<file path="config.mk">
export PLATFORM = sky130hd
export DESIGN_NAME = erase_seq
export DESIGN_NICKNAME = d
export VERILOG_FILES = /design/src/rtl/erase_seq.sv
export SDC_FILE = /design/constraint.sdc
export NUM_CORES = 1
export LEC_CHECK = 0
export ABC_AREA = 1
export CAP_MARGIN = 0
export CORE_MARGIN = 2
export CORE_UTILIZATION = 29
export DETAILED_ROUTE_END_ITERATION = 16
export DONT_BUFFER_PORTS = 1
export GPL_ROUTABILITY_DRIVEN = 0
export PLACE_DENSITY = 0.42
export SLEW_MARGIN = 20
export SYNTH_ARGS = -nofsm -noshare
export SYNTH_HDL_FRONTEND = slang
export SYNTH_SLANG_ARGS = --single-unit
</file>
<file path="constraint.sdc">
create_clock -name clk -period 4.9 [get_ports clk]
set_clock_uncertainty 0.05 [all_clocks]
set_input_delay 0.735 -clock clk [delete_from_list [all_inputs] [get_ports clk]]
set_output_delay 0.735 -clock clk [all_outputs]
set_load 0.03 [all_outputs]
</file>
<file path="src/rtl/erase_seq.sv">
module erase_seq #(
  parameter int ADDR_W       = 17,
  parameter int DATA_W       = 8,
  parameter int PULSE_CYCLES = 5_000_000,
  parameter int MAX_PULSES   = 30,
  parameter int CNT_W        = 5
) (
  input  logic              clk,
  input  logic              rst_n,
  input  logic              start,
  output logic              busy,
  output logic              done,
  output logic              error,
  output logic [CNT_W-1:0]  pulses,
  output logic              vpp_en,
  output logic              cmd_valid,
  output logic              cmd_write,
  output logic [ADDR_W-1:0] cmd_addr,
  output logic [DATA_W-1:0] cmd_data,
  input  logic              cmd_ack,
  input  logic [DATA_W-1:0] rd_data
);
  localparam int TMR_W = $clog2(PULSE_CYCLES + 1);
  localparam logic [ADDR_W-1:0] LAST_ADDR = {ADDR_W{1'b1}};
  localparam logic [DATA_W-1:0] OP_ERASE  = DATA_W'(8'h20);
  localparam logic [DATA_W-1:0] OP_VERIFY = DATA_W'(8'hA0);
  localparam logic [DATA_W-1:0] OP_READ   = DATA_W'(8'h00);

  typedef enum logic [2:0] {S_IDLE, S_SETUP, S_ERASE, S_WAIT, S_VCMD, S_VRD, S_EXIT} st_t;

  st_t               st;
  logic [ADDR_W-1:0] addr;
  logic [TMR_W-1:0]  tmr;
  logic              fail_q;

  assign busy      = (st != S_IDLE);
  assign cmd_valid = (st != S_IDLE) && (st != S_WAIT);
  assign cmd_write = (st != S_VRD);
  assign cmd_addr  = (st == S_VCMD || st == S_VRD) ? addr : '0;

  always_comb begin
    case (st)
      S_SETUP, S_ERASE: cmd_data = OP_ERASE;
      S_VCMD:           cmd_data = OP_VERIFY;
      default:          cmd_data = OP_READ;
    endcase
  end

  always_ff @(posedge clk) begin
    if (!rst_n) begin
      st     <= S_IDLE;
      addr   <= '0;
      tmr    <= '0;
      fail_q <= 1'b0;
      pulses <= '0;
      error  <= 1'b0;
      done   <= 1'b0;
      vpp_en <= 1'b0;
    end else begin
      done <= 1'b0;
      case (st)
        S_IDLE: if (start) begin
          st     <= S_SETUP;
          vpp_en <= 1'b1;
          addr   <= '0;
          pulses <= '0;
          error  <= 1'b0;
          fail_q <= 1'b0;
        end
        S_SETUP: if (cmd_ack) st <= S_ERASE;
        S_ERASE: if (cmd_ack) begin
          pulses <= pulses + 1'b1;
          tmr    <= '0;
          st     <= S_WAIT;
        end
        S_WAIT: begin
          if (tmr == TMR_W'(PULSE_CYCLES - 1)) st <= S_VCMD;
          else tmr <= tmr + 1'b1;
        end
        S_VCMD: if (cmd_ack) st <= S_VRD;
        S_VRD: if (cmd_ack) begin
          if (&rd_data) begin
            if (addr == LAST_ADDR) st <= S_EXIT;
            else begin
              addr <= addr + 1'b1;
              st   <= S_VCMD;
            end
          end else if (pulses == CNT_W'(MAX_PULSES)) begin
            fail_q <= 1'b1;
            st     <= S_EXIT;
          end else begin
            st <= S_SETUP;
          end
        end
        S_EXIT: if (cmd_ack) begin
          st     <= S_IDLE;
          vpp_en <= 1'b0;
          done   <= 1'b1;
          error  <= fail_q;
        end
        default: st <= S_IDLE;
      endcase
    end
  end
endmodule


</file>
* Word level (Yosys, flattened, before mapping) *
Cells that the tools add are included.

word-level totals
  bits in registers = 52
  logic and storage cells = 86
  bits of input ports = 12
  output and inout port bits = 36

cells by class
  mux-type cells = 35
  eq/ne operators = 23
  add/sub/neg operators = 3
  reductions and logical operators = 17

operators with widths
  cell                                            count
  2-to-1 mux 17 bit                               5
  2-to-1 mux 23 bit                               2
  one-hot mux 23 bit (2 select lines)             1
  one-hot mux 17 bit (2 select lines)             1
  2-to-1 mux 3 bit                                9
  adder 23 x 1 -> 23 bit (second input constant)  1
  == test 23 bit (second input constant)          1
  one-hot mux 3 bit (7 select lines)              1
  inequality test 2 bit (second input constant)   10
  adder 17 x 1 -> 17 bit (second input constant)  1
  == test 17 bit (second input constant)          1
  one-hot mux 8 bit (2 select lines)              1
  2-to-1 mux 5 bit                                2
  one-hot mux 5 bit (2 select lines)              1
  AND reduction 5 bit                             2
  == test 3 bit (second input constant)           3
  AND reduction 3 bit                             3
  2-to-1 mux 1 bit                                8
  AND reduction 8 bit                             1
  nonzero test 2 bit                              4
  AND reduction 7 bit                             1
  == test 3 x 2 -> 1 bit (second input constant)  2
  one-hot mux 1 bit (2 select lines)              3
  adder 5 x 1 -> 5 bit (second input constant)    1
  12 further kinds                                13

* Depth between registers and ports, before layout *
  depth in word-level cells = 5
  depth in mapped cells = 16
  mapped depth without buffers = 16

* Least setup slack after synthesis *
No wires, ideal clock.

  path type = reg-to-output
  from = register st[2]
  to = output port cmd_addr[10]
  buffers on the path = 2
  slack = 2693 ps
  cell stages (with the launch flop) = 7
  required time = 4115 ps
  arrival = 1422 ps
  cell sequence = dfxtp_1 > buf_6 > inv_2 > nor2_4 > clkinv_1 > clkbuf_1 > nor2_1

between the ends
  word-level cells in the longest chain between the ends = 3
  elaborated cells on any way between the ends = 4
  classes of those cells = 2 x eq/ne; 1 x mux; 1 x reduce/logical

ends and longest elaborated chain
  element                   RTL line  text
  start: declaration        31        st_t st;
  start signal: assignment  51        st <= S_IDLE;
  start signal: assignment  63        st <= S_SETUP;
  start signal: assignment  70        S_SETUP: if (cmd_ack) st <= S_ERASE;
  == test 3 bit             39        assign cmd_addr = (st == S_VCMD || st == S_VRD) ? addr : '0;
  logical OR 1 bit (*)      39
  2-to-1 mux 17 bit (*)     39
  end: declaration          18        output logic [ADDR_W-1:0] cmd_addr,

Every way passes the cells marked *; elsewhere a longest branch is shown, timed or not.

* Worst setup path in the final report *
  from = register st[2]
  to = output port cmd_addr[15]

The elaborated chain is that of the path after synthesis.

==> impl_metrics.tcl <==
set metrics [dict create \
    status "complete, no violations" \
    drv_cap 0 \
    max_freq_mhz 344 \
    seqPwrFrac 0.348 \
    cts_hold_repair.buffers 0 \
    dieArea_um2 13000 \
    crit_type "reg2out" \
    path_cells "inv_2 > nor2_4 > clkinv_1 > nor2_1" \
    layout_commonest_cell "nand2_1" \
    layout-drive-gt1-share 0.0826 \
    crit_arrival_ns 2.12 \
    yosys_warnings 0 \
    power_density_nw_per_um2 403 \
    regArea_um2 1040 \
    dp_cells 709 \
    slowest_stage "nor2_1" \
    startpoint "st[2]$_SDFFE_PN0P_" \
    fin_ws_ns 1.99 \
    ant_nets 0 \
    rows 40 \
    post_cts_buffers 0 \
    seq_area_frac_synth 0.297 \
    maxSlewViolCount 0 \
    die_w_um 114 \
    core_area_um2 11900 \
    peakVddDrop_mv 0.322 \
    yosys_register_bits 52 \
    worst_pin_slew_ns 0.769 \
    final_cell_mix "nand2_1, nor2_1, inv_1" \
    fillCellCount 1349 \
    cp_max_fo 17 \
    yosys.area.top_type_share 0.297 \
    fin_cells 716 \
    reg2reg_from "st[0]$_SDFFE_PN0P_" \
    avgSynthCellArea_um2 6.11 \
    synth_area_leader_cell "dfxtp_1" \
    end_kind "primary output" \
    p_sw_frac 0.473 \
    clkSinkCount 52 \
    vias 3366 \
    hold_viol_final 0 \
    first_global_vias 3115 \
    grt_start_max_net_pins 26 \
    clock-root-buffer "clkbuf_16" \
    cts_tree "yes" \
    syn_inst 575 \
    combPwrFrac 0.418 \
    cts_resized 0 \
    grt_pass1_wl_mm 15.3 \
    finalCritPeriodShare 0.593 \
    portBuffers 0 \
    rsz0062_at_grt "false" \
    grt_usage 0.148 \
    layout.nets 586 \
    clk_path_buf_depth 2 \
    power.switching_uw 708 \
    p_leak_nw 1.33 \
    period_needed_ns 2.91 \
    grt.overflow.total 0 \
    dp_hpwl_mm 6.99 \
    viasPerCell 4.70 \
    wl_per_cell_um 12.9 \
    synth_area_um2 3510 \
    dp_slack_ns 1.99 \
    htree_levels 2 \
    antenna_found_initial 0 \
    hold_path_class "reg2reg" \
    hold_path_startpoint "fail_q$_SDFFE_PN0P_" \
    pwr-share-clk 0.234 \
    setup-tns-final_ns 0 \
    finalSetupViolations 0 \
    drt-initial-drc-count 171 \
    cp-start-kind "register" \
    numCtsBuffers 5 \
    critPathRequiredTime_ns 4.12 \
    synthTopCellsByArea "dfxtp_1, nand2_1, nor2_1, nand3_1, inv_1" \
    clkTransAtPathRegs_ns 0.07 \
    synth_cell_type_count 36 \
    final_area_um2 3720 \
    relSlewSlack 0.486 \
    drc 0 \
    drt-pass1-iter-count 4 \
    antenna_cells 0 \
    fin_util 0.312 \
    wl_mm 9.21 \
    slowest_delay_ns 0.60 \
    clock_latency_ns 0.30 \
    multi_input_area_um2 2080 \
    area_growth_pct 5.88 \
    initial_utilization 0.295 \
    die-height_um 114 \
    p_int_uw 789 \
    io_pins 48 \
    dpl_cell_area_um2 3580 \
]
worst paths after layout:
check                               to  slack (ns)  cells past startpoint
setup reg to reg  tmr[20]$_SDFFE_PN0P_        2.02                      6
hold reg to reg    fail_q$_SDFFE_PN0P_        0.42                      2
setup / recovery          cmd_addr[15]        1.99                      4
hold / removal     fail_q$_SDFFE_PN0P_        0.42                      2
synth_stat cells:
| library cell | count |
|---|---|
| nand2_1 | 174 |
| nor2_1 | 92 |
| inv_1 | 64 |
| dfxtp_1 | 52 |
| nand3_1 | 52 |
| a21oi_1 | 34 |
| o21ai_0 | 13 |
| buf_4 | 8 |
| nand4_1 | 8 |
| nor3_1 | 8 |
| nand3_2 | 7 |
| inv_2 | 6 |
| ha_1 | 5 |
| nand2_4 | 5 |
| a21oi_2 | 4 |
| buf_2 | 4 |
| clkbuf_1 | 4 |
| nand2_2 | 4 |
| nor2_4 | 4 |
| or2_2 | 4 |
| buf_6 | 2 |
| nand3_4 | 2 |
| nor2_2 | 2 |
| nor4_1 | 2 |
| o21ai_1 | 2 |
| o21bai_1 | 2 |
| xor2_1 | 2 |
| a211oi_1 | 1 |
| a21o_1 | 1 |
| buf_12 | 1 |
| clkinv_1 | 1 |
| conb_1 | 1 |
| inv_4 | 1 |
| nand3b_1 | 1 |
| nor2_8 | 1 |
| o21a_1 | 1 |
critical path: cells and delay by family, from the launching register on:
kind | cells | cell delay [ns]
and+or+nand+nor | 2 | 0.78
buffers and inverters | 2 | 0.51
DFF | 1 | 0.52
layout make-up:
type                       count  area share
tap                          147      0.0495
sequential                    52       0.280
inverter                      72      0.0734
multi-input combinational    437       0.559
clock inverter                 1     0.00135
clock buffer                   6      0.0347
timing repair buffer           1     0.00202
kinds of logic (layout without fill, tap and decap cells):
kind of cell    count (synthesis)  count (layout)  synth area share
buf+inv                        91              80             0.117
compound gates                 58              58            0.0905
fa+ha+maj                       5               5            0.0178
xor+xnor                        2               2           0.00499
simple gates                  366             366             0.472
other cells                     1               6           0.00107
flops                          52              52             0.297
metrics by stage:
step                hold slack (ns)  total power, mW
global route                  0.447             1.61
detailed placement            0.412             1.17
global placement              0.410             1.16
CTS                           0.426             1.54
floorplan                     0.391             1.09
finish                        0.420             1.50
routing by layer:
layer / routed length (um) / vias to the layer above / track usage
met2: 4350 / 59 / 0.254
met4: 104 / 0 / 0.0390
met1: 4330 / 1519 / 0.185
met3: 424 / 6 / 0.0377
li1: - / 1782 / -
met5: 0 / - / 0
power groups by stage:
stage / sequential [mW] / combinational [mW] / clock [mW]
floorplan: 0.507 / 0.586 / 0
global placement: 0.531 / 0.633 / 0
detailed placement: 0.532 / 0.642 / 0
CTS: 0.522 / 0.644 / 0.369
global route: 0.528 / 0.701 / 0.381
finish: 0.521 / 0.626 / 0.350
state kept, by name, indices dropped and copies added (netlist names):
| name | cells |
|---|---|
| fail_q | 1 |
| st | 3 |
| addr | 17 |
| vpp_en | 1 |
| tmr | 23 |
| done | 1 |
| error | 1 |
| pulses | 5 |
Power figures use the tool's default switching activity.
